--- config.mk ---
export PLATFORM = sky130hd
export DESIGN_NAME = hwmac_top
export DESIGN_NICKNAME = d
export VERILOG_FILES = /design/src/rtl/hwmac_pkg.sv /design/src/rtl/hwmac_capture.sv /design/src/rtl/hwmac_product.sv /design/src/rtl/hwmac_combine.sv /design/src/rtl/hwmac_top.sv
export SDC_FILE = /design/constraint.sdc
export NUM_CORES = 2
export LEC_CHECK = 0
export ABC_CLOCK_PERIOD_IN_PS = 16500
export BUFFER_PORTS_ARGS = -buffer_cell sky130_fd_sc_hd__buf_2
export CAP_MARGIN = 40
export CORE_MARGIN = 5
export CORE_UTILIZATION = 45
export DETAILED_ROUTE_END_ITERATION = 8
export MAX_ROUTING_LAYER = met4
export SETUP_SLACK_MARGIN = 0.4
export SLEW_MARGIN = 20
export SYNTH_ARGS = -nofsm -noshare
export SYNTH_HDL_FRONTEND = slang
export SYNTH_SLANG_ARGS = --single-unit
--- constraint.sdc ---
create_clock -name clk -period 16.5 [get_ports clk]
set_input_delay 0 -clock clk [delete_from_list [all_inputs] [get_ports clk]]
set_output_delay 0 -clock clk [all_outputs]
set_load 0.01 [all_outputs]
--- src/rtl/hwmac_pkg.sv ---
package hwmac_pkg;
  typedef enum logic [1:0] {
    OP_MUL   = 2'b00,
    OP_ACC   = 2'b01,
    OP_SUB   = 2'b10,
    OP_MUL_2 = 2'b11
  } hw_op_e;
endpackage

--- src/rtl/hwmac_capture.sv ---
module hwmac_capture #(
  parameter int W = 32
) (
  input  logic                  clk,
  input  logic                  rst,
  input  logic                  v_in,
  input  logic [W-1:0]          a_in,
  input  logic [W-1:0]          b_in,
  input  logic [W-1:0]          acc_in,
  input  hwmac_pkg::hw_op_e     op_in,
  input  logic                  rnd_in,
  output logic                  v_q,
  output logic [W-1:0]          a_q,
  output logic [W-1:0]          b_q,
  output logic [W-1:0]          acc_q,
  output hwmac_pkg::hw_op_e     op_q,
  output logic                  rnd_q
);
  // only the valid bit is reset; data registers load freely
  always_ff @(posedge clk) begin
    if (rst) v_q <= 1'b0;
    else     v_q <= v_in;
  end

  always_ff @(posedge clk) begin
    a_q   <= a_in;
    b_q   <= b_in;
    acc_q <= acc_in;
    op_q  <= op_in;
    rnd_q <= rnd_in;
  end

  // reset leaves the capture stage empty
  assert_capture_reset_R9: assert property (@(posedge clk)
    $past(rst) |-> !v_q);
endmodule

--- src/rtl/hwmac_product.sv ---
module hwmac_product #(
  parameter int W = 32,
  localparam int PW = 2 * W
) (
  input  logic                  clk,
  input  logic                  rst,
  input  logic                  v_in,
  input  logic [W-1:0]          a_in,
  input  logic [W-1:0]          b_in,
  input  logic [W-1:0]          acc_in,
  input  hwmac_pkg::hw_op_e     op_in,
  input  logic                  rnd_in,
  output logic                  v_q,
  output logic [PW-1:0]         prod_q,
  output logic [W-1:0]          acc_q,
  output hwmac_pkg::hw_op_e     op_q,
  output logic                  rnd_q
);
  logic signed [PW-1:0] prod_d;

  always_comb prod_d = $signed(a_in) * $signed(b_in);

  always_ff @(posedge clk) begin
    if (rst) v_q <= 1'b0;
    else     v_q <= v_in;
  end

  always_ff @(posedge clk) begin
    prod_q <= prod_d;
    acc_q  <= acc_in;
    op_q   <= op_in;
    rnd_q  <= rnd_in;
  end

  // a zero operand must give an all-zero product word
  assert_zero_operand_R1: assert property (@(posedge clk) disable iff (rst)
    (v_in && (a_in == '0 || b_in == '0)) |=> (prod_q == '0));
endmodule

--- src/rtl/hwmac_combine.sv ---
module hwmac_combine #(
  parameter int W = 32,
  localparam int PW = 2 * W
) (
  input  logic                  clk,
  input  logic                  rst,
  input  logic                  v_in,
  input  logic [PW-1:0]         prod_in,
  input  logic [W-1:0]          acc_in,
  input  hwmac_pkg::hw_op_e     op_in,
  input  logic                  rnd_in,
  output logic                  v_q,
  output logic [W-1:0]          hi_q
);
  import hwmac_pkg::*;

  localparam logic [PW-1:0] HALF_LSB = PW'(1) << (W - 1);

  logic [PW-1:0] acc_wide;
  logic [PW-1:0] base;
  logic [PW-1:0] bias;
  logic [PW-1:0] total;

  always_comb begin
    acc_wide = {acc_in, {W{1'b0}}};
    unique case (op_in)
      OP_ACC:  base = acc_wide + prod_in;
      OP_SUB:  base = acc_wide - prod_in;
      default: base = prod_in;
    endcase
    bias  = rnd_in ? HALF_LSB : '0;
    total = base + bias;
  end

  always_ff @(posedge clk) begin
    if (rst) v_q <= 1'b0;
    else     v_q <= v_in;
  end

  always_ff @(posedge clk) hi_q <= total[PW-1:W];

  // zero product with no rounding in accumulate mode returns the accumulator
  assert_acc_passthru_R2: assert property (@(posedge clk) disable iff (rst)
    (v_in && op_in == OP_ACC && !rnd_in && prod_in == '0) |=> (hi_q == $past(acc_in)));
endmodule

--- src/rtl/hwmac_top.sv ---
module hwmac_top #(
  parameter int W = 32
) (
  input  logic          clk,
  input  logic          rst,
  input  logic          in_valid,
  input  logic [W-1:0]  in_a,
  input  logic [W-1:0]  in_b,
  input  logic [W-1:0]  in_acc,
  input  logic [1:0]    in_op,
  input  logic          in_round,
  output logic          out_valid,
  output logic [W-1:0]  out_result
);
  import hwmac_pkg::*;

  localparam int PW = 2 * W;

  logic              s1_v, s2_v;
  logic [W-1:0]      s1_a, s1_b, s1_acc, s2_acc;
  hw_op_e            s1_op, s2_op;
  logic              s1_rnd, s2_rnd;
  logic [PW-1:0]     s2_prod;
  hw_op_e            op_cast;

  always_comb op_cast = hw_op_e'(in_op);

  hwmac_capture #(.W(W)) u_capture (
    .clk(clk), .rst(rst),
    .v_in(in_valid), .a_in(in_a), .b_in(in_b), .acc_in(in_acc),
    .op_in(op_cast), .rnd_in(in_round),
    .v_q(s1_v), .a_q(s1_a), .b_q(s1_b), .acc_q(s1_acc),
    .op_q(s1_op), .rnd_q(s1_rnd)
  );

  hwmac_product #(.W(W)) u_product (
    .clk(clk), .rst(rst),
    .v_in(s1_v), .a_in(s1_a), .b_in(s1_b), .acc_in(s1_acc),
    .op_in(s1_op), .rnd_in(s1_rnd),
    .v_q(s2_v), .prod_q(s2_prod), .acc_q(s2_acc),
    .op_q(s2_op), .rnd_q(s2_rnd)
  );

  hwmac_combine #(.W(W)) u_combine (
    .clk(clk), .rst(rst),
    .v_in(s2_v), .prod_in(s2_prod), .acc_in(s2_acc),
    .op_in(s2_op), .rnd_in(s2_rnd),
    .v_q(out_valid), .hi_q(out_result)
  );

  // an accepted operation emerges exactly three edges later
  assert_latency_R6: assert property (@(posedge clk) disable iff (rst)
    ($past(in_valid && !rst, 3) && !$past(rst, 1) && !$past(rst, 2)) |-> out_valid);

  // an idle slot stays idle at the output
  assert_bubble_R8: assert property (@(posedge clk) disable iff (rst)
    ($past(!in_valid, 3) && !$past(rst, 1) && !$past(rst, 2) && !$past(rst, 3)) |-> !out_valid);

  // no result in the cycle after a reset edge
  assert_reset_clear_R9: assert property (@(posedge clk)
    $past(rst) |-> !out_valid);

  // subtract of a zero product without rounding returns the accumulator
  assert_sub_zero_R3: assert property (@(posedge clk) disable iff (rst)
    ($past(in_valid && in_op == 2'b10 && !in_round && in_a == '0, 3)
     && !$past(rst, 1) && !$past(rst, 2)) |-> (out_result == $past(in_acc, 3)));
endmodule

; ---- After elaboration in Yosys (flattened, before gate mapping)
; Index checks and enable logic that the tools add are counted.
[totals]
wordCells = 21
in_bits = 102
output_inout_bits = 33
reg_bits = 233
[op_classes]
n_eq_ne = 2
n_mul = 1
add_sub_neg = 3
muxes = 2
[op_table]
columns = op, n
row1 = $add A64 B64 Y64, 2
row2 = $pmux W64 S2, 1
row3 = $mul A32 B32 Y64, 1
row4 = $sub A64 B64 Y64, 1
row5 = $mux W32, 1
row6 = $eq A2 B1 Y1 const B, 1
row7 = $eq A2 B2 Y1 const B, 1

; ---- Depth between registers and ports, before layout
[logic_depth]
depth_word = 3
mapped_depth = 31
ltp_nobuf = 30

; ---- Cells and area by module
; A second synthesis with hierarchy kept.
[hier_totals]
cells_unflattened = 4965
area_unflattened_um2 = 46440.8
[modules_own_cells]
columns = module, n_inst, area_each_um2, cells_per_inst, seq_area_each_um2
row1 = hwmac_product, 1, 38027.7, 3942, 2001.9
row2 = hwmac_combine, 1, 6397.4, 922, 660.6
row3 = hwmac_capture, 1, 2015.7, 101, 2001.9

; ---- Least setup slack after synthesis
; No wires, ideal clock.
[synth_path]
path_kind = reg-to-reg
startpoint = register u_capture.a_q[31]
endpoint = register u_product.prod_q[62]
arrival_ps = 7650
n_path_buf = 1
setup_ps = 72
stages_incl_launch_ff = 28
required_ps = 16428
period_less_slack_ps = 7722
slack_ps = 8778
cell_sequence = dfxtp_1 > clkbuf_1 > nand2_1 > inv_1 > fa_1 > inv_1 > fa_1 > inv_1 > fa_1 > fa_1 > inv_1 > fa_1 > inv_1 > fa_1 > inv_1 > fa_1 > inv_1 > fa_1 > ha_1 > o21ai_0 > o21bai_1 > a21oi_1 > o21ai_0 > a221o_1 > a211o_1 > a31o_2 > a21oi_1 > xnor2_1
[synth_between]
elab_chain_cells = 1
[synth_rtl]
columns = element, line_no
row1 = start: declaration, hwmac_capture.sv:13  ; output logic [W-1:0] a_q,
row2 = start signal: assignment, hwmac_capture.sv:26  ; a_q <= a_in;
row3 = $mul A32 B32 Y64, hwmac_product.sv:21  ; always_comb prod_d = $signed(a_in) * $signed(b_in);
row4 = net u_product.prod_d[62], hwmac_product.sv:19  ; logic signed [PW-1:0] prod_d;
row5 = end signal: assignment, hwmac_product.sv:29  ; prod_q <= prod_d;
row6 = end: declaration, hwmac_product.sv:14  ; output logic [PW-1:0] prod_q,
; The timed path passes the listed nets, and every way through them passes these cells.
; A chain may end at the register's enable or synchronous reset.

; ---- Final worst setup path
[layout_path]
startpoint = register u_capture.b_q[4]
endpoint = register u_product.prod_q[62]
[layout_between]
elab_chain_cells = 1
[layout_rtl]
columns = element, line_no
row1 = start: declaration, hwmac_capture.sv:14  ; output logic [W-1:0] b_q,
row2 = start signal: assignment, hwmac_capture.sv:27  ; b_q <= b_in;
row3 = $mul A32 B32 Y64, hwmac_product.sv:21
row4 = net u_product.prod_d[62], hwmac_product.sv:19
; The timed path passes the listed nets, and every way through them passes these cells.

==> metrics.cfg <==
[drt]
dr.pass1.iters=5
num_vias=33800
routed_wl_mm=132
detail-route-antenna-nets=0
avgRoutedWirePerCell_um=20.5
drtIter0Drc=2519
post-route-drc-count=0
via_per_inst=5.24

[sta]
finalCritPeriodShare=0.556
finalMaxSlewViolations=0
fmax_mhz=109
fin_tns_setup_ns=0
tightest_slew_ns=0.976
rsz0062_at_grt=false
fin_crit_ns=9.17
fin_worst_skew_ns=0.0277
relSlewSlack=0.349
final-setup-viol-count=0
finalHoldViolations=0

[synth]
ys_seq_area_frac=0.102
synth_cell_types=93
netlist_area_mm2=0.0457
synth_fp_nets=6300
synth_edf_count=0
synthesis.instances=4866
syn_avg_cell_area_um2=9.40
ys_async_sr_fraction=0
synth_ff_type=dfxtp_1
yosys_warnings=0
ys_ff_latch=233

[critical_path]
startpoint_type=register
critical_path_class=reg -> reg
cp.required_ns=17.07
endpoint_kind=register
worstPathMaxFanout=32
arrival_ns=9.75

[floorplanning]
die_y_um=329
io_pins=135
fp.dieArea_mm2=0.108
core_mm2=0.101
start_util=0.451
fp-row-count=117
die_w_um=329

[global_routing]
grt_pass1_wl_mm=210
antenna_found_initial=3
grt_usage=0.258
grt_max_degree=41
first_global_vias=36500
overflow=0

[job]
cap_violations=0

[cells_and_area]
diodes=0
fin_nets=6496
area_growth_pct=11.5
drive_above_1_share=0.0637

[cts]
clkLatencyLatePin_ns=0.64
clk_pin_slew_ns=0.07
htree_levels=1
cts_root_buf=clkbuf_16
cts_tree=built
cts_sinks=233
cts_buffers=31
cts_buffer_depth=3

[run_status]
outcome=finished, final reports clean

[place]
port_buffers=134
place_hpwl_mm=97.7
finalWeightedCongestion=0.918

[min_path]
min-delay-path-class=in -> reg

[critical path, stage by stage (launching register included)]
cell      delay [ns]
dfxtp_2         0.89
and2_1          0.25
fa_1            0.47
fa_1            0.49
fa_1            1.01
fa_1            0.56
fa_1            0.50
fa_1            0.51
fa_1            0.59
fa_1            0.48
ha_1            0.40
nor2b_1         0.19
a311oi_1        0.29
o211ai_1        0.14
nor3_1          0.70
o21ai_1         0.36
a221o_1         0.45
a211o_1         0.30
a31o_2          0.23
a21oi_1         0.17
xnor2_1         0.12
[path summary, 6_finish.rpt]
path	start	to	slack, ns	cells after the start
max	u_capture.b_q[4]	u_product.prod_q[62]	7.33	20
min	in_a[7]	u_capture.a_q[7]	0.05	2
max reg2reg	u_capture.b_q[4]	u_product.prod_q[62]	7.33	20
min reg2reg	u_capture.acc_q[23]	u_product.acc_q[23]	0.33	0
[cell usage in the layout, fill, tap and decap left out, types with 8 or more instances in the layout]
| cell type | n |
|---|---|
| buf_2 | 135 |
| nand2b_1 | 22 |
| nand2_1 | 592 |
| fa_1 | 1083 |
| a21oi_1 | 114 |
| and2_1 | 507 |
| dfxtp_1 | 207 |
| nand3_1 | 34 |
| xor2_1 | 31 |
| clkbuf_16 | 31 |
| o21a_1 | 19 |
| and3_1 | 9 |
| dfxtp_2 | 26 |
| ha_1 | 249 |
| a311oi_1 | 8 |
| nand4_1 | 24 |
| o21bai_1 | 15 |
| dlygate4sd3_1 | 197 |
| xnor2_1 | 86 |
| nor2b_1 | 19 |
| buf_4 | 51 |
| inv_1 | 1086 |
| nor2_1 | 120 |
| nor3_1 | 31 |
| a31oi_1 | 12 |
| a21o_1 | 31 |
| o211ai_1 | 17 |
| or4_1 | 8 |
| o21ai_0 | 60 |
| a211oi_1 | 24 |
| o21ai_1 | 8 |
| nor4_1 | 25 |
| o31ai_1 | 9 |
[synthesized netlist by cell type, types with 19 or more instances]
cell type  instances  share of area
a211oi_1          24         0.0039
a21o_1            31         0.0051
a21oi_1          114          0.012
and2_1           507          0.069
clkbuf_1         212          0.017
dfxtp_1          233           0.10
fa_1            1083           0.47
ha_1             249          0.068
inv_1           1086          0.089
nand2_1          592          0.049
nand2b_1          22         0.0030
nand3_1           34         0.0037
nand4_1           24         0.0033
nor2_1           121         0.0099
nor2b_1           19         0.0026
nor3_1            31         0.0034
nor4_1            25         0.0034
o21a_1            19         0.0031
o21ai_0           60         0.0066
xnor2_1           86          0.016
xor2_1            31         0.0059
[registers in the layout (all words and copies together), names as in the netlist]
signal            count
u_capture.a_q        32
u_capture.acc_q      32
u_capture.b_q        32
u_capture.op_q        2
u_capture.rnd_q       1
u_capture.v_q         1
u_combine.hi_q       32
u_combine.v_q         1
u_product.acc_q      32
u_product.op_q        2
u_product.prod_q     64
u_product.rnd_q       1
u_product.v_q         1
[kinds of logic after synthesis]
group | Yosys count | synth area share
compound gates | 420 | 0.0639
xor+xnor | 117 | 0.0224
fa+ha+maj | 1332 | 0.542
buf+inv | 1322 | 0.109
flops | 233 | 0.102
mux | 12 | 0.00276
simple gates | 1430 | 0.157
[through the flow]
| step | instances | hold WS, ns | setup WS [ns] | util | cell area (µm²) |
|---|---|---|---|---|---|
| finish | 6455 | 0.0507 | 7.33 | 0.503 | 51000 |
| CTS | 6451 | 0.0144 | 7.27 | 0.502 | 50900 |
| global placement | 6185 | 0.102 | 7.40 | 0.470 | 47600 |
| detailed placement | 6196 | 0.104 | 7.32 | 0.472 | 47800 |
| global route | 6455 | 0.0442 | 6.95 | 0.503 | 51000 |
| floorplan | 4866 | 0.0277 | 8.78 | - | 45700 |
[area by class of cell]
class / instances / area [µm²]
multi-input cells: 3311 / 36100
inverters: 1088 / 4080
fillers: 9492 / 50300
well taps: 1368 / 1710
flip-flops and latches: 233 / 4700
clock buffers: 35 / 801
repair buffers: 397 / 3320
clock inverters: 23 / 294
[routing by layer]
metal / vias to the layer above / GRT usage / wire length (µm)
li1: 14900 / - / -
met1: 17400 / 0.360 / 58000
met2: 1332 / 0.398 / 59400
met3: 193 / 0.0502 / 11600
met4: 0 / 0.0510 / 2960
met5: - / - / 0
[repair_timing]
| action | CTS | global route |
|---|---|---|
| hold endpoints to repair | 102 | 0 |
| hold buffers | 197 | 0 |
| buffers inserted | 0 | 0 |
| gates resized for setup | 0 | 0 |
Power is not shown: default switching activity piles up to over one toggle a cycle in this logic, so the estimate is an artifact.
